`src/rtl/fdiv_pkg.sv`:
```
package fdiv_pkg;
  // Strobes passed from the control side to the counting datapath
  typedef struct packed {
    logic runEn;       // counting allowed this cycle
    logic loadActive;  // replace the active divisor at this boundary
  } divStrobe_t;
endpackage

```
`src/rtl/fdiv_ctrl.sv`:
```
module fdiv_ctrl
  import fdiv_pkg::*;
#(
  parameter int REG_W       = 32,
  parameter int ADDR_W      = 2,
  parameter int DIV_SHIFT   = 4,
  parameter int DIV_W       = 12,
  parameter int TRIG_BIT    = 0,
  parameter int DIV_ADDR    = 0,
  parameter int TRIG_ADDR   = 1,
  parameter logic [DIV_W-1:0] RESET_FIELD = '0
) (
  input  logic              clk,
  input  logic              rstN,
  input  logic              clkOn,
  input  logic              wrEn,
  input  logic [ADDR_W-1:0] wrAddr,
  input  logic [REG_W-1:0]  wrData,
  input  logic [ADDR_W-1:0] rdAddr,
  output logic [REG_W-1:0]  rdData,
  input  logic              periodEnd,
  output logic [DIV_W-1:0]  shadowField,
  output divStrobe_t        strobes
);
  localparam logic [ADDR_W-1:0] DivA  = ADDR_W'(DIV_ADDR);
  localparam logic [ADDR_W-1:0] TrigA = ADDR_W'(TRIG_ADDR);

  logic trigPending;
  logic loadSeen;
  logic divWrite;
  logic trigWrite;
  logic unusedWr;

  assign unusedWr  = ^wrData;
  assign divWrite  = wrEn && (wrAddr == DivA) && !trigPending;
  assign trigWrite = wrEn && (wrAddr == TrigA) && wrData[TRIG_BIT] && !trigPending;

  always_comb begin
    strobes.runEn      = clkOn;
    strobes.loadActive = trigPending && !loadSeen && periodEnd;
  end

  always_ff @(posedge clk) begin
    if (!rstN) begin
      shadowField <= RESET_FIELD;
      trigPending <= 1'b0;
      loadSeen    <= 1'b0;
    end else begin
      if (divWrite) shadowField <= wrData[DIV_SHIFT +: DIV_W];
      loadSeen <= strobes.loadActive;
      if (trigWrite)     trigPending <= 1'b1;
      else if (loadSeen) trigPending <= 1'b0;
    end
  end

  always_comb begin
    rdData = '0;
    if (rdAddr == DivA)       rdData[DIV_SHIFT +: DIV_W] = shadowField;
    else if (rdAddr == TrigA) rdData[TRIG_BIT] = trigPending;
  end

  // the shadow field is frozen while a commit is outstanding
  p_shadow_held_r9: assert property (@(posedge clk) disable iff (!rstN)
    $past(trigPending) |-> $stable(shadowField));

  // the commit bit drops exactly two edges after the load strobe
  p_trig_clear_r8: assert property (@(posedge clk) disable iff (!rstN)
    $fell(trigPending) |-> $past(strobes.loadActive, 2));

  // no load is requested while the clock is off
  p_no_load_off_r10: assert property (@(posedge clk) disable iff (!rstN)
    !clkOn |-> !strobes.loadActive);
endmodule

```
`src/rtl/fdiv_datapath.sv`:
```
module fdiv_datapath
  import fdiv_pkg::*;
#(
  parameter int DIV_W  = 12,
  parameter int FRAC_W = 4,
  parameter logic [DIV_W-1:0] RESET_FIELD = '0
) (
  input  logic             clk,
  input  logic             rstN,
  input  divStrobe_t       strobes,
  input  logic [DIV_W-1:0] shadowField,
  output logic             periodEnd,
  output logic [DIV_W-1:0] activeField
);
  localparam int INT_W = DIV_W - FRAC_W;
  localparam int CNT_W = INT_W + 1;

  logic [CNT_W-1:0] cnt;
  logic [INT_W-1:0] activeInt;
  logic [INT_W-1:0] shadowInt;
  logic             carry;
  logic [CNT_W-1:0] cntReload;

  assign activeInt = activeField[DIV_W-1:FRAC_W];
  assign shadowInt = shadowField[DIV_W-1:FRAC_W];
  assign periodEnd = strobes.runEn && (cnt == '0);

  generate
    if (FRAC_W > 0) begin : g_frac
      logic [FRAC_W-1:0] acc;
      logic [FRAC_W:0]   accSum;
      assign accSum = {1'b0, acc} + {1'b0, activeField[FRAC_W-1:0]};
      assign carry  = accSum[FRAC_W];
      always_ff @(posedge clk) begin
        if (!rstN) acc <= '0;
        else if (periodEnd)
          acc <= strobes.loadActive ? shadowField[FRAC_W-1:0] : accSum[FRAC_W-1:0];
      end
    end else begin : g_int
      assign carry = 1'b0;
    end
  endgenerate

  assign cntReload = strobes.loadActive ? {1'b0, shadowInt}
                                        : ({1'b0, activeInt} + CNT_W'(carry));

  always_ff @(posedge clk) begin
    if (!rstN) begin
      activeField <= RESET_FIELD;
      cnt         <= '0;
    end else if (periodEnd) begin
      cnt <= cntReload;
      if (strobes.loadActive) activeField <= shadowField;
    end else if (strobes.runEn) begin
      cnt <= cnt - CNT_W'(1);
    end
  end

  // the active divisor only changes right after a period boundary
  p_load_boundary_r7: assert property (@(posedge clk) disable iff (!rstN)
    !$stable(activeField) |-> $past(periodEnd));

  // a disabled clock freezes the counter and the divisor
  p_gate_hold_r10: assert property (@(posedge clk) disable iff (!rstN)
    $past(!strobes.runEn) |-> ($stable(cnt) && $stable(activeField)));

  // a period never exceeds the integer part plus one carry
  p_cnt_bound_r4: assert property (@(posedge clk) disable iff (!rstN)
    cnt <= ({1'b0, activeInt} + CNT_W'(1)));
endmodule

```
`src/rtl/frac_clk_div.sv`:
```
module frac_clk_div
  import fdiv_pkg::*;
#(
  parameter int REG_W     = 32,
  parameter int ADDR_W    = 2,
  parameter int DIV_SHIFT = 4,
  parameter int DIV_W     = 12,
  parameter int FRAC_W    = 4,
  parameter int TRIG_BIT  = 0,
  parameter logic [DIV_W-1:0] RESET_FIELD = '0
) (
  input  logic              clk,
  input  logic              rstN,
  input  logic              clkOn,
  input  logic              wrEn,
  input  logic [ADDR_W-1:0] wrAddr,
  input  logic [REG_W-1:0]  wrData,
  input  logic [ADDR_W-1:0] rdAddr,
  output logic [REG_W-1:0]  rdData,
  output logic              tickOut,
  output logic [DIV_W-1:0]  divInUse
);
  divStrobe_t       strobes;
  logic             periodEnd;
  logic [DIV_W-1:0] shadowField;

  fdiv_ctrl #(
    .REG_W(REG_W), .ADDR_W(ADDR_W), .DIV_SHIFT(DIV_SHIFT), .DIV_W(DIV_W),
    .TRIG_BIT(TRIG_BIT), .DIV_ADDR(0), .TRIG_ADDR(1), .RESET_FIELD(RESET_FIELD)
  ) i_ctrl (
    .clk(clk), .rstN(rstN), .clkOn(clkOn), .wrEn(wrEn), .wrAddr(wrAddr),
    .wrData(wrData), .rdAddr(rdAddr), .rdData(rdData), .periodEnd(periodEnd),
    .shadowField(shadowField), .strobes(strobes)
  );

  fdiv_datapath #(
    .DIV_W(DIV_W), .FRAC_W(FRAC_W), .RESET_FIELD(RESET_FIELD)
  ) i_dp (
    .clk(clk), .rstN(rstN), .strobes(strobes), .shadowField(shadowField),
    .periodEnd(periodEnd), .activeField(divInUse)
  );

  assign tickOut = periodEnd;
endmodule

```
`config.mk`:
```
export PLATFORM = sky130hd
export DESIGN_NAME = frac_clk_div
export DESIGN_NICKNAME = d
export VERILOG_FILES = /design/src/rtl/fdiv_pkg.sv /design/src/rtl/fdiv_ctrl.sv /design/src/rtl/fdiv_datapath.sv /design/src/rtl/frac_clk_div.sv
export SDC_FILE = /design/constraint.sdc
export NUM_CORES = 1
export LEC_CHECK = 0
export BUFFER_PORTS_ARGS = -buffer_cell sky130_fd_sc_hd__buf_4
export CORE_MARGIN = 5
export CORE_UTILIZATION = 54
export DETAILED_ROUTE_END_ITERATION = 8
export GPL_TIMING_DRIVEN = 0
export PLACE_DENSITY_LB_ADDON = 0.1
export SYNTH_ARGS = -nofsm -noshare
export SYNTH_HDL_FRONTEND = slang
export SYNTH_SLANG_ARGS = --single-unit
```
`constraint.sdc`:
```
create_clock -name clk -period 3.49 [get_ports clk]
set_clock_uncertainty 0.1 [all_clocks]
set_input_delay 0.349 -clock clk [delete_from_list [all_inputs] [get_ports clk]]
set_output_delay 0.349 -clock clk [all_outputs]
set_load 0.01 [all_outputs]
```
# After elaboration in Yosys (flattened, before gate mapping)
# Cells that the tools add are included.
# totals
reg_bits,39
out_inout_bits,45
input_bits,40
elab_cells,36
# op_classes
eq_ne,2
addsub,3
reduce_logical,16
mux,9
# op_table
cell,n
$mux W9,3
$mux W12,1
$add A8 B1 Y9,1
$logic_not A9 Y1,1
$sub A9 B1 Y9 const B,1
$logic_and A1 B1 Y1,8
$add A4 B4 Y5,1
$eq A2 B1 Y1 const B,2
$logic_not A2 Y1,2
$mux W1,4
$mux W4,1
$reduce_bool A2 Y1,2
$logic_not A1 Y1,2
$reduce_and A2 Y1,1

# Longest topological paths before layout
# Gate-level depths: netlist of run 1.
# depth
depth_word,5
depth_mapped,11
ltp_nobuf,11

# Hierarchy
# Synthesis of run 1 repeated with hierarchy kept, for this count alone.
# unflattened
cells_unflattened,270
area_unflattened_um2,2264.7
# modules_own_cells
mod,cells_each,seq_area_each_um2,area_each_um2,n_inst
fdiv_datapath,173,500.5,1437.6,1
fdiv_ctrl,97,280.3,827.0,1

# Worst setup path after synthesis of run 1
# No wires, ideal clock.
# synth_timing
path_type,reg-to-reg
startpoint,register i_dp.activeField[0]
endpoint,register i_dp.cnt[4]
setup_time_ns,0.074
path_buffers,0
t_required_ns,3.316
synth_period_minus_slack_ns,2.351
path_stages_with_launch,12
t_arrival_ns,2.177
path_slack_ns,1.139
path_cell_list,dfxtp_1 -> ha_1 -> inv_1 -> fa_1 -> nor2b_1 -> o21ai_0 -> nand2b_1 -> ha_1 -> nand4_1 -> xor2_1 -> a211o_1 -> a31oi_1
# synth_between
elab_chain_cells,4
# synth_rtl
element,line_no,source
start: declaration,fdiv_datapath.sv:13,output logic [DIV_W-1:0] activeField
start signal: assignment,fdiv_datapath.sv:53,if (strobes.loadActive) activeField <= shadowField;
$add A4 B4 Y5,fdiv_datapath.sv:32,"assign accSum = {1'b0, acc} + {1'b0, activeField[FRAC_W-1:0]};"
$add A8 B1 Y9,fdiv_datapath.sv:45,": ({1'b0, activeInt} + CNT_W'(carry));"
$mux W9,fdiv_datapath.sv:44,"assign cntReload = strobes.loadActive ? {1'b0, shadowInt}"
$mux W9,fdiv_datapath.sv:51,end else if (periodEnd) begin
end signal: assignment,fdiv_datapath.sv:52,cnt <= cntReload;
end signal: assignment,fdiv_datapath.sv:55,cnt <= cnt - CNT_W'(1);
end: declaration,fdiv_datapath.sv:18,logic [CNT_W-1:0] cnt;
# No other way between the ends.
# A chain may end at the register's enable or synchronous reset.

# Worst setup path after layout of run 1
# Ends and elaborated chain as after synthesis.

==> results of run 1 <==
worst min path at each step:
stage | from | to | slack (ps) | cells after the start
final | wrData[7] | i_ctrl.shadowField[3] | 210 | 3
after floorplan | i_dp.g_frac.acc[1] | i_dp.g_frac.acc[1] | 350 | 2
after global routing | wrData[9] | i_ctrl.shadowField[5] | 220 | 3
after detailed placement | i_dp.g_frac.acc[1] | i_dp.g_frac.acc[1] | 380 | 2
after global placement | i_dp.g_frac.acc[1] | i_dp.g_frac.acc[1] | 360 | 2
after CTS | wrData[11] | i_ctrl.shadowField[7] | 210 | 3
synth_stat cells (2+ instances only):
master / n
buf_4: 21
and2_1: 12
xor2_1: 3
and4_1: 3
nor2_1: 10
clkbuf_1: 14
dfxtp_1: 39
inv_1: 10
xnor2_1: 2
o21ai_0: 7
mux2i_1: 2
nand2_1: 47
nand3b_1: 2
ha_1: 7
a31oi_1: 4
a21boi_0: 27
nand4_1: 5
o211a_1: 5
nand3_1: 16
nor3_1: 2
o211ai_1: 4
nand2b_1: 3
a21oi_1: 6
nor4_1: 2
nor2b_1: 4
layer usage:
layer  part of all wire, %  vias to the layer above  global-route usage, %
met5                     0                        -                      0
met4                   1.1                        0                  6.228
met3                   6.6                        6                  5.450
met2                    46                       65                  31.25
met1                    46                      955                  26.29
li1                      -                     1117                      -
state kept, by name, indices dropped and copies added (netlist names):
name                cells
i_ctrl.shadowField     12
i_dp.activeField       12
i_dp.cnt                9
i_dp.g_frac.acc         4
i_ctrl.loadSeen         1
i_ctrl.trigPending      1
worst max-delay path: stages, from the launching register on:
cell and delay, ps:
dfxtp_1 350, ha_1 190, inv_1 60, fa_1 380, nor2b_1 150, o21ai_0 90
nand2b_1 100, ha_1 250, nand4_1 160, xor2_1 170, a211o_1 310, a31oi_1 150
area by class of cell:
| class | instances | area (um^2) |
|---|---|---|
| well taps | 52 | 65.06 |
| flip-flops and latches | 39 | 780.7 |
| inverters | 10 | 37.54 |
| multi-input cells | 220 | 1373 |
| repair buffers | 46 | 345.3 |
| fillers | 381 | 1350 |
| clock inverters | 2 | 35.03 |
| clock buffers | 6 | 82.58 |
| plain buffers | 37 | 225.2 |
per-stage QoR:
step                      area [um^2]  hold slack, ps  cells
after CTS                        2944           213.2    412
final                            2944           208.5    412
after global routing             2944           219.8    412
after global placement           2826           363.5    404
after floorplan                  2416           347.5    306
after detailed placement         2826           375.4    404
logic make-up after synthesis:
logic type / Yosys count / synth area share, %
compound gates: 68 / 21.47
xor+xnor: 5 / 1.865
fa+ha+maj: 8 / 4.582
buf+inv: 47 / 11.19
flops: 39 / 33.24
mux: 2 / 0.8525
other cells: 1 / 0.1597
simple gates: 118 / 26.64
power breakdown:
| group | switching (W) | total [W] | internal, W | leakage (nW) |
|---|---|---|---|---|
| Clock | 0.000163 | 0.000394 | 0.000231 | 0.0612 |
| Sequential | 0.0000338 | 0.000508 | 0.000474 | 0.317 |
| Combinational | 0.000146 | 0.000281 | 0.000135 | 0.936 |
| Total | 0.000343 | 0.00118 | 0.000840 | 1.31 |
==> flow_summary_export.csv, run 1 <==
group,metric,value,unit
sta,period_minus_slack,2544,ps
critical_path,crit_path_start,"i_dp.activeField[0]",
clocking,clock-sinks,39,
layout,final_util,68.56,%
routing,drc_errors,0,
sta,final_max_slew_viol_count,0,
sta,max_freq,393.0,MHz
routing,drtIter0Drc,96,
yosys,synth-edff-count,0,
min_path,min-delay-path-class,"input port to flop",
clocking,ctsHoldBuffers,0,
clocking,cts_resized,0,
global_route,grt_max_degree,13,
sta,layout_setup_ws,945.7,ps
routing,detail-route-antenna-nets,0,
power_and_ir_drop,ir_worst_vdd,0.2351,mV
yosys,yosysSeqAreaShare,33.24,%
yosys,synth_cell_types,56,
floorplan,fp.dieH,75.95,um
global_route,grt_use_total,19.87,%
floorplan,core,4294,um^2
yosys,synthFlopType,"dfxtp_1",
sta,hold_viol,0,
clocking,clock_latency,290,ps
place,place_ws,991.3,ps
sta,worstMarginPinSlew,501.6,ps
clocking,htreeDepth,2,
critical_path,r2r-start,"i_dp.activeField[0]",
layout,area_delta_synth_final,25.36,%
clocking,clock_path_buffers,2,
routing,viasPerCell,5.201,
power_and_ir_drop,cellPowerDensity,401.8,nW/um^2
yosys,async_reset_ff_share,0,%
routing,wl,5677,um
clocking,clockRootBuffer,"clkbuf_8",
global_route,grt_pass1_wl,9570,um
clocking,cts_tree,"done",
routing,first_pass_iters,4,
layout,num_antenna_cells,0,
floorplan,die_w,75.95,um
global_route,grt_pass1_vias,1995,
sta,setup_viol_count_final,0,
floorplan,ios,85,
clocking,cts_setup_buffers,0,
outcome,status,"finished clean",
place,dpl.hpwl,4354,um
floorplan,rows,24,
floorplan,die_area,5768,um^2
yosys,synthCells,288,
layout,layout-drive-gt1-share,23.06,%
place,io_buffers,46,
global_route,antenna_found_initial,0,
power_and_ir_drop,p_leak,1.314,nW
layout,layout_commonest_cell,"buf_4",
clocking,clk_pin_slew,80,ps
critical_path,worst-path-max-fanout,5,
yosys,yosysTopAreaCell,"dfxtp_1",
global_route,grt_overflow,0,
critical_path,reg2regPathDepth,11,
sta,tns,0,ps
flow_run,maxCapViolations,0,
yosys,synth_top_area_share,33.24,%
critical_path,crit_required,3620,ps
critical_path,start_kind,"flop",
layout,final_cell_mix,"buf_4, nand2_1, dfxtp_1",
critical_path,timing.rr.end,"i_dp.cnt[4]",
yosys,synth_area,2349,um^2
critical_path,critPathKind,"flop to flop",
yosys,synth_warnings,0,
critical_path,crit_end,"i_dp.cnt[4]",
critical_path,endpoint_kind,"flop",
sta,rsz0062_at_grt,"false",
floorplan,start_util,54.69,%
power_and_ir_drop,finalPower,0.001183,W
critical_path,r2r_slack,950,ps
sta,fin_crit_sh,72.90,%
yosys,synth.avg_cell_area,8.155,um^2
layout,nNetsFinal,407,
critical_path,cp_data_arrival_time,2670,ps
routing,wl_per_cell,13.78,um
clocking,cts_buffers,5,
sta,relSlewSlack,66.56,%
yosys,synth-seq-cells,39,
yosys,synthTopCellsByArea,"dfxtp_1, a21boi_0, nand2_1, buf_4, ha_1",
place,gp_congestion,0.8080,
routing,vias,2143,
Power figures use the tool's default switching activity.
==> run 2: changes to the inputs <==
ABC_AREA = 1   (was not set)
CORE_UTILIZATION = 49   (was 54)
clock period = 2.4 ns   (was 3.49 ns; I/O delays follow)
==> flow_summary_export.csv, run 2 <==
group,metric,value,unit
layout,final_cell_mix,"nand2_1, buf_4, a21oi_1",
sta,tns,0,ps
critical_path,reg2regPathDepth,14,
power_and_ir_drop,p_leak,1.369,nW
sta,setup_viol_count_final,0,
outcome,status,"finished clean",
yosys,synth_top_area_share,34.69,%
global_route,grt_max_degree,14,
yosys,synth_cell_types,30,
critical_path,timing.rr.end,"i_dp.cnt[7]",
routing,viasPerCell,4.759,
yosys,async_reset_ff_share,0,%
critical_path,start_kind,"flop",
clocking,clock_path_buffers,2,
sta,final_max_slew_viol_count,0,
global_route,grt_pass1_wl,9128,um
min_path,min-delay-path-class,"input port to flop",
layout,num_antenna_cells,0,
sta,fin_crit_sh,94.34,%
place,dpl.hpwl,4276,um
routing,vias,2156,
sta,hold_viol,0,
critical_path,r2r-start,"i_dp.activeField[0]",
yosys,yosysSeqAreaShare,34.69,%
flow_run,maxCapViolations,0,
yosys,synth_most_common_cell,"nand2_1",
place,dpl-instance-area,2721,um^2
min_path,min-delay-start,"rstN",
critical_path,crit_required,2470,ps
floorplan,core,4414,um^2
floorplan,fp.dieH,77.78,um
min_path,holdPathEnd,"i_dp.cnt[0]",
floorplan,rows,24,
sta,period_minus_slack,2264,ps
global_route,grt_overflow,0,
floorplan,start_util,50.99,%
global_route,antenna_found_initial,0,
sta,worst_hold_slack,120.1,ps
yosys,synthFlopType,"dfxtp_1",
critical_path,r2r_slack,140,ps
routing,detail-route-antenna-nets,0,
yosys,synth-seq-cells,39,
place,io_buffers,45,
min_path,holdPathStages,3,
layout,area_delta_synth_final,28.90,%
sta,rsz0062_at_grt,"false",
place,gp_congestion,0.8306,
critical_path,endpoint_kind,"flop",
routing,wl_per_cell,12.25,um
layout,reg.largest.list,"i_ctrl.shadowField: 12 flops, i_dp.activeField: 12 flops, i_dp.cnt: 9 flops",
layout,layout_commonest_cell,"nand2_1",
clocking,clock-sinks,39,
clocking,clock_latency,290,ps
yosys,synth-edff-count,0,
clocking,cts_buffers,5,
layout,nNetsFinal,448,
clocking,clk_pin_slew,80,ps
routing,wl,5551,um
clocking,cts_tree,"done",
yosys,synthCells,328,
layout,finalInstanceArea,2902,um^2
global_route,grt_pass1_vias,1992,
yosys,synth.avg_cell_area,6.863,um^2
yosys,yosysTopAreaCell,"dfxtp_1",
sta,max_freq,441.7,MHz
routing,drc_errors,0,
critical_path,critPathKind,"flop to flop",
floorplan,die_w,77.78,um
layout,layout-drive-gt1-share,26.93,%
clocking,htreeDepth,2,
global_route,grt_use_total,18.26,%
floorplan,ios,85,
critical_path,worst-path-max-fanout,6,
yosys,synth_warnings,0,
place,dp_cells,443,
sta,relSlewSlack,64.92,%
clocking,clockRootBuffer,"clkbuf_8",
yosys,synth_area,2251,um^2
yosys,synthTopCellsByArea,"dfxtp_1, nand2_1, a21oi_1, buf_4, nor2_1",
routing,drtIter0Drc,98,
power_and_ir_drop,ir_worst_vdd,0.3738,mV
critical_path,cp_data_arrival_time,2340,ps
yosys,synthTopCellsByCount,"nand2_1, a21oi_1, dfxtp_1",
layout,layoutNonFillerInstCount,453,
power_and_ir_drop,cellPowerDensity,541.9,nW/um^2
sta,worstMarginPinSlew,526.2,ps
power_and_ir_drop,finalPower,0.001572,W
routing,first_pass_iters,4,
clocking,ctsHoldBuffers,0,
floorplan,die_area,6049,um^2
[run 2: layout make-up]
cell class	count	area (um^2)
plain buffers	29	200.2
clock buffers	6	82.58
clock inverters	2	38.79
fillers	423	1513
inverters	39	148.9
multi-input cells	239	1230
flip-flops and latches	39	783.3
well taps	52	65.06
repair buffers	47	352.8
[run 2: logic make-up after synthesis]
family | after synthesis | synth area share (%)
flip-flops | 39 | 34.69
other | 1 | 0.1666
AO/OA/AOI/OAI | 65 | 14.67
XOR/XNOR | 5 | 1.945
adder cells (fa/ha/maj) | 8 | 4.780
AND/OR/NAND/NOR | 142 | 28.24
buffers and inverters | 68 | 15.51
[run 2: worst max-delay path by stage]
stage	startpoint	to	slack, ps	cells after the start
2_1_floorplan	i_dp.activeField[0]	i_dp.cnt[7]	70	14
3_3_place_gp	i_dp.activeField[0]	i_dp.cnt[7]	-320	14
3_5_place_dp	i_dp.activeField[0]	i_dp.cnt[7]	-350	14
4_1_cts	i_dp.activeField[0]	i_dp.cnt[7]	20	14
5_1_grt	i_dp.activeField[0]	i_dp.cnt[7]	5	14
6_report	i_dp.activeField[0]	i_dp.cnt[7]	140	14
[run 2: critical path, cell delays in order (launching register included)]
cell,delay [ps]
dfxtp_2,360
ha_4,130
inv_1,50
fa_2,400
o21ai_4,200
ha_2,200
inv_1,60
nor2_4,150
nand3_2,110
nand2_1,70
nand2_1,50
nand2_1,60
nand2_1,70
nand2_1,70
a21oi_1,50
[run 2: power by group]
group	internal, W	switching [W]
clock	0.000342	0.000239
sequential	0.000676	0.0000218
combinational	0.000121	0.000173
[run 2: through the flow]
stage	setup slack, ps	util (%)
6_report	135.8	65.73
5_1_grt	4.794	65.73
4_1_cts	21.02	64.65
3_5_place_dp	-345.6	61.65
3_3_place_gp	-323.0	61.65
2_1_floorplan	65.55	-
[run 2: metal layers]
| layer | wire [um] | vias to the layer above | share of wire, % | GRT usage [%] |
|---|---|---|---|---|
| li1 | - | 1153 | - | - |
| met4 | 97 | 0 | 1.7 | 5.670 |
| met1 | 2424 | 915 | 44 | 23.06 |
| met2 | 2581 | 80 | 46 | 30.72 |
| met3 | 448 | 8 | 8.1 | 4.167 |
| met5 | 0 | - | 0 | 0 |
[run 2: what timing repair did]
| action | CTS | global route |
|---|---|---|
| endpoints found under the setup margin | 6 | 5 |
| buffers inserted | 0 | 2 |
| hold endpoints to repair | 0 | 0 |
| pin swaps | 1 | 4 |
| cloned | 0 | 0 |
| resized for setup | 4 | 8 |
==> run 3: changes to the inputs <==
ABC_AREA = 0   (was 1)
CORE_UTILIZATION = 50   (was 49)
==> flow_summary_export.csv, run 3 (synthesis gave the netlist of run 1 again) <==
group,metric,value,unit
clocking,cts_tree,"done",
layout,final_cell_mix,"buf_4, nand2_1, dfxtp_1",
critical_path,cp_data_arrival_time,2460,ps
sta,hold_viol,0,
layout,nNetsFinal,411,
routing,vias,2155,
critical_path,max_stage_delay,360,ps
place,dpl.hpwl,4422,um
clocking,clock_path_buffers,2,
clocking,ctsHoldBuffers,0,
layout,area_delta_synth_final,29.14,%
floorplan,ios,85,
global_route,grt_use_total,19.89,%
sta,relSlewSlack,65.69,%
floorplan,die_area,6168,um^2
power_and_ir_drop,finalPower,0.001821,W
critical_path,r2r-start,"i_dp.activeField[0]",
critical_path,endpoint_kind,"flop",
global_route,grt_pass1_vias,2109,
min_path,min-delay-path-class,"input port to flop",
sta,rsz0062_at_grt,"true",
sta,worstMarginPinSlew,514.7,ps
critical_path,worst-path-max-fanout,5,
critical_path,crit_path_start,"i_dp.activeField[0]",
place,gp_congestion,0.8688,
routing,wl_per_cell,13.96,um
floorplan,rows,25,
power_and_ir_drop,cellPowerDensity,600.4,nW/um^2
sta,max_freq,429.9,MHz
routing,drc_errors,0,
critical_path,start_kind,"flop",
layout,reg.largest.list,"i_ctrl.shadowField: 12 flops, i_dp.activeField: 12 flops, i_dp.cnt: 9 flops",
routing,drtIter0Drc,92,
outcome,status,"finished clean",
routing,detail-route-antenna-nets,0,
layout,layout_commonest_cell,"buf_4",
global_route,grt_overflow,0,
floorplan,die_w,78.54,um
critical_path,crit_required,2530,ps
global_route,grt_pass1_wl,9853,um
power_and_ir_drop,ir_worst_vdd,0.3962,mV
global_route,grt_max_degree,14,
critical_path,crit_slowest_cell,"dfxtp_2",
routing,first_pass_iters,4,
clocking,clockRootBuffer,"clkbuf_8",
routing,wl,5836,um
sta,fin_crit_sh,96.93,%
global_route,antenna_found_initial,0,
floorplan,core,4629,um^2
flow_run,maxCapViolations,0,
clocking,htreeDepth,2,
clocking,clk_pin_slew,80,ps
sta,setup_viol_count_final,0,
floorplan,start_util,50.73,%
sta,worst_hold_slack,96.78,ps
clocking,clock-sinks,39,
floorplan,fp.dieH,78.54,um
layout,n_fill_cell,427,
critical_path,critical_path.cell_chain,"ha_4 -> inv_2 -> fa_2 -> nor2b_2 -> o21ai_1 -> nand2b_1 -> ha_4 -> nand4_1 -> xor2_1 -> a211o_1 -> a31oi_1",
critical_path,critPathKind,"flop to flop",
sta,period_minus_slack,2326,ps
clocking,cts_buffers,5,
power_and_ir_drop,p_leak,1.332,nW
sta,final_max_slew_viol_count,0,
min_path,min-delay-start,"wrData[6]",
routing,viasPerCell,5.156,
clocking,clock_latency,290,ps
critical_path,cpMostUsedCell,"ha_4",
layout,num_antenna_cells,0,
layout,layout-drive-gt1-share,26.10,%
place,io_buffers,46,
run 3: changes by cell type in the layout (fill, tap and decap cells not counted), moves of 15 or more:
cell and delta:
o21ai_0 -15, nor2_1 -27, nand2_1 -24, a21oi_1 -34
a21boi_0 +27, inv_1 -22
run 3: metrics by stage:
step | setup TNS (ps) | util [%] | cells | setup WS (ps) | instance area [um^2]
2_1_floorplan | 0 | - | 306 | 48.78 | 2416
3_3_place_gp | -146.3 | 61.11 | 406 | -87.75 | 2829
3_5_place_dp | -217.2 | 61.11 | 406 | -126.7 | 2829
4_1_cts | 0 | 65.03 | 416 | 28.77 | 3010
5_1_grt | -67.17 | 65.51 | 418 | -37.65 | 3033
6_report | 0 | 65.51 | 418 | 73.61 | 3033
run 3: critical path: cells and delay by family, from the launching register on:
| family | cells | cell delay (ps) |
|---|---|---|
| AND/OR/NAND/NOR | 3 | 420 |
| AO/OA/AOI/OAI | 3 | 500 |
| XOR/XNOR | 1 | 190 |
| buffers and inverters | 1 | 40 |
| adder cells (fa/ha/maj) | 3 | 670 |
| flip-flops | 1 | 360 |
run 3: area by class of cell:
| class | count | area [um^2] | area share [%] |
|---|---|---|---|
| clock buffer | 5 | 68.82 | 2.269 |
| multi-input combinational | 220 | 1408 | 46.41 |
| buffer | 37 | 225.2 | 7.426 |
| sequential | 39 | 783.3 | 25.83 |
| tap | 54 | 67.56 | 2.228 |
| timing repair buffer | 50 | 375.4 | 12.38 |
| inverter | 10 | 37.54 | 1.238 |
| clock inverter | 3 | 67.56 | 2.228 |
run 3: power breakdown:
part | leakage [nW] | switching [W] | internal [W]
Sequential | 0.318 | 0.0000480 | 0.000690
Combinational | 0.950 | 0.000216 | 0.000205
Clock | 0.0644 | 0.000247 | 0.000415
run 3: routing by layer:
metal	GRT usage [%]	vias to the layer above	part of all wire, %
met5	0	-	0
met4	5.070	0	0.84
met3	4.472	6	7.2
met2	32.09	70	46
met1	26.74	957	46
li1	-	1122	-
run 3: path summary, 6_finish.rpt:
check / endpoint / slack [ps] / cells past startpoint
hold reg to reg: i_dp.g_frac.acc[1] / 380 / 2
hold / removal: i_ctrl.shadowField[2] / 100 / 3
setup / recovery: i_dp.cnt[4] / 70 / 11
setup reg to reg: i_dp.cnt[4] / 70 / 11
run 3: repair_timing:
item	CTS	global route
pin swaps	1	4
endpoints found under the setup margin	2	6
hold endpoints to repair	0	0
resized for setup	7	4
setup buffers	2	2
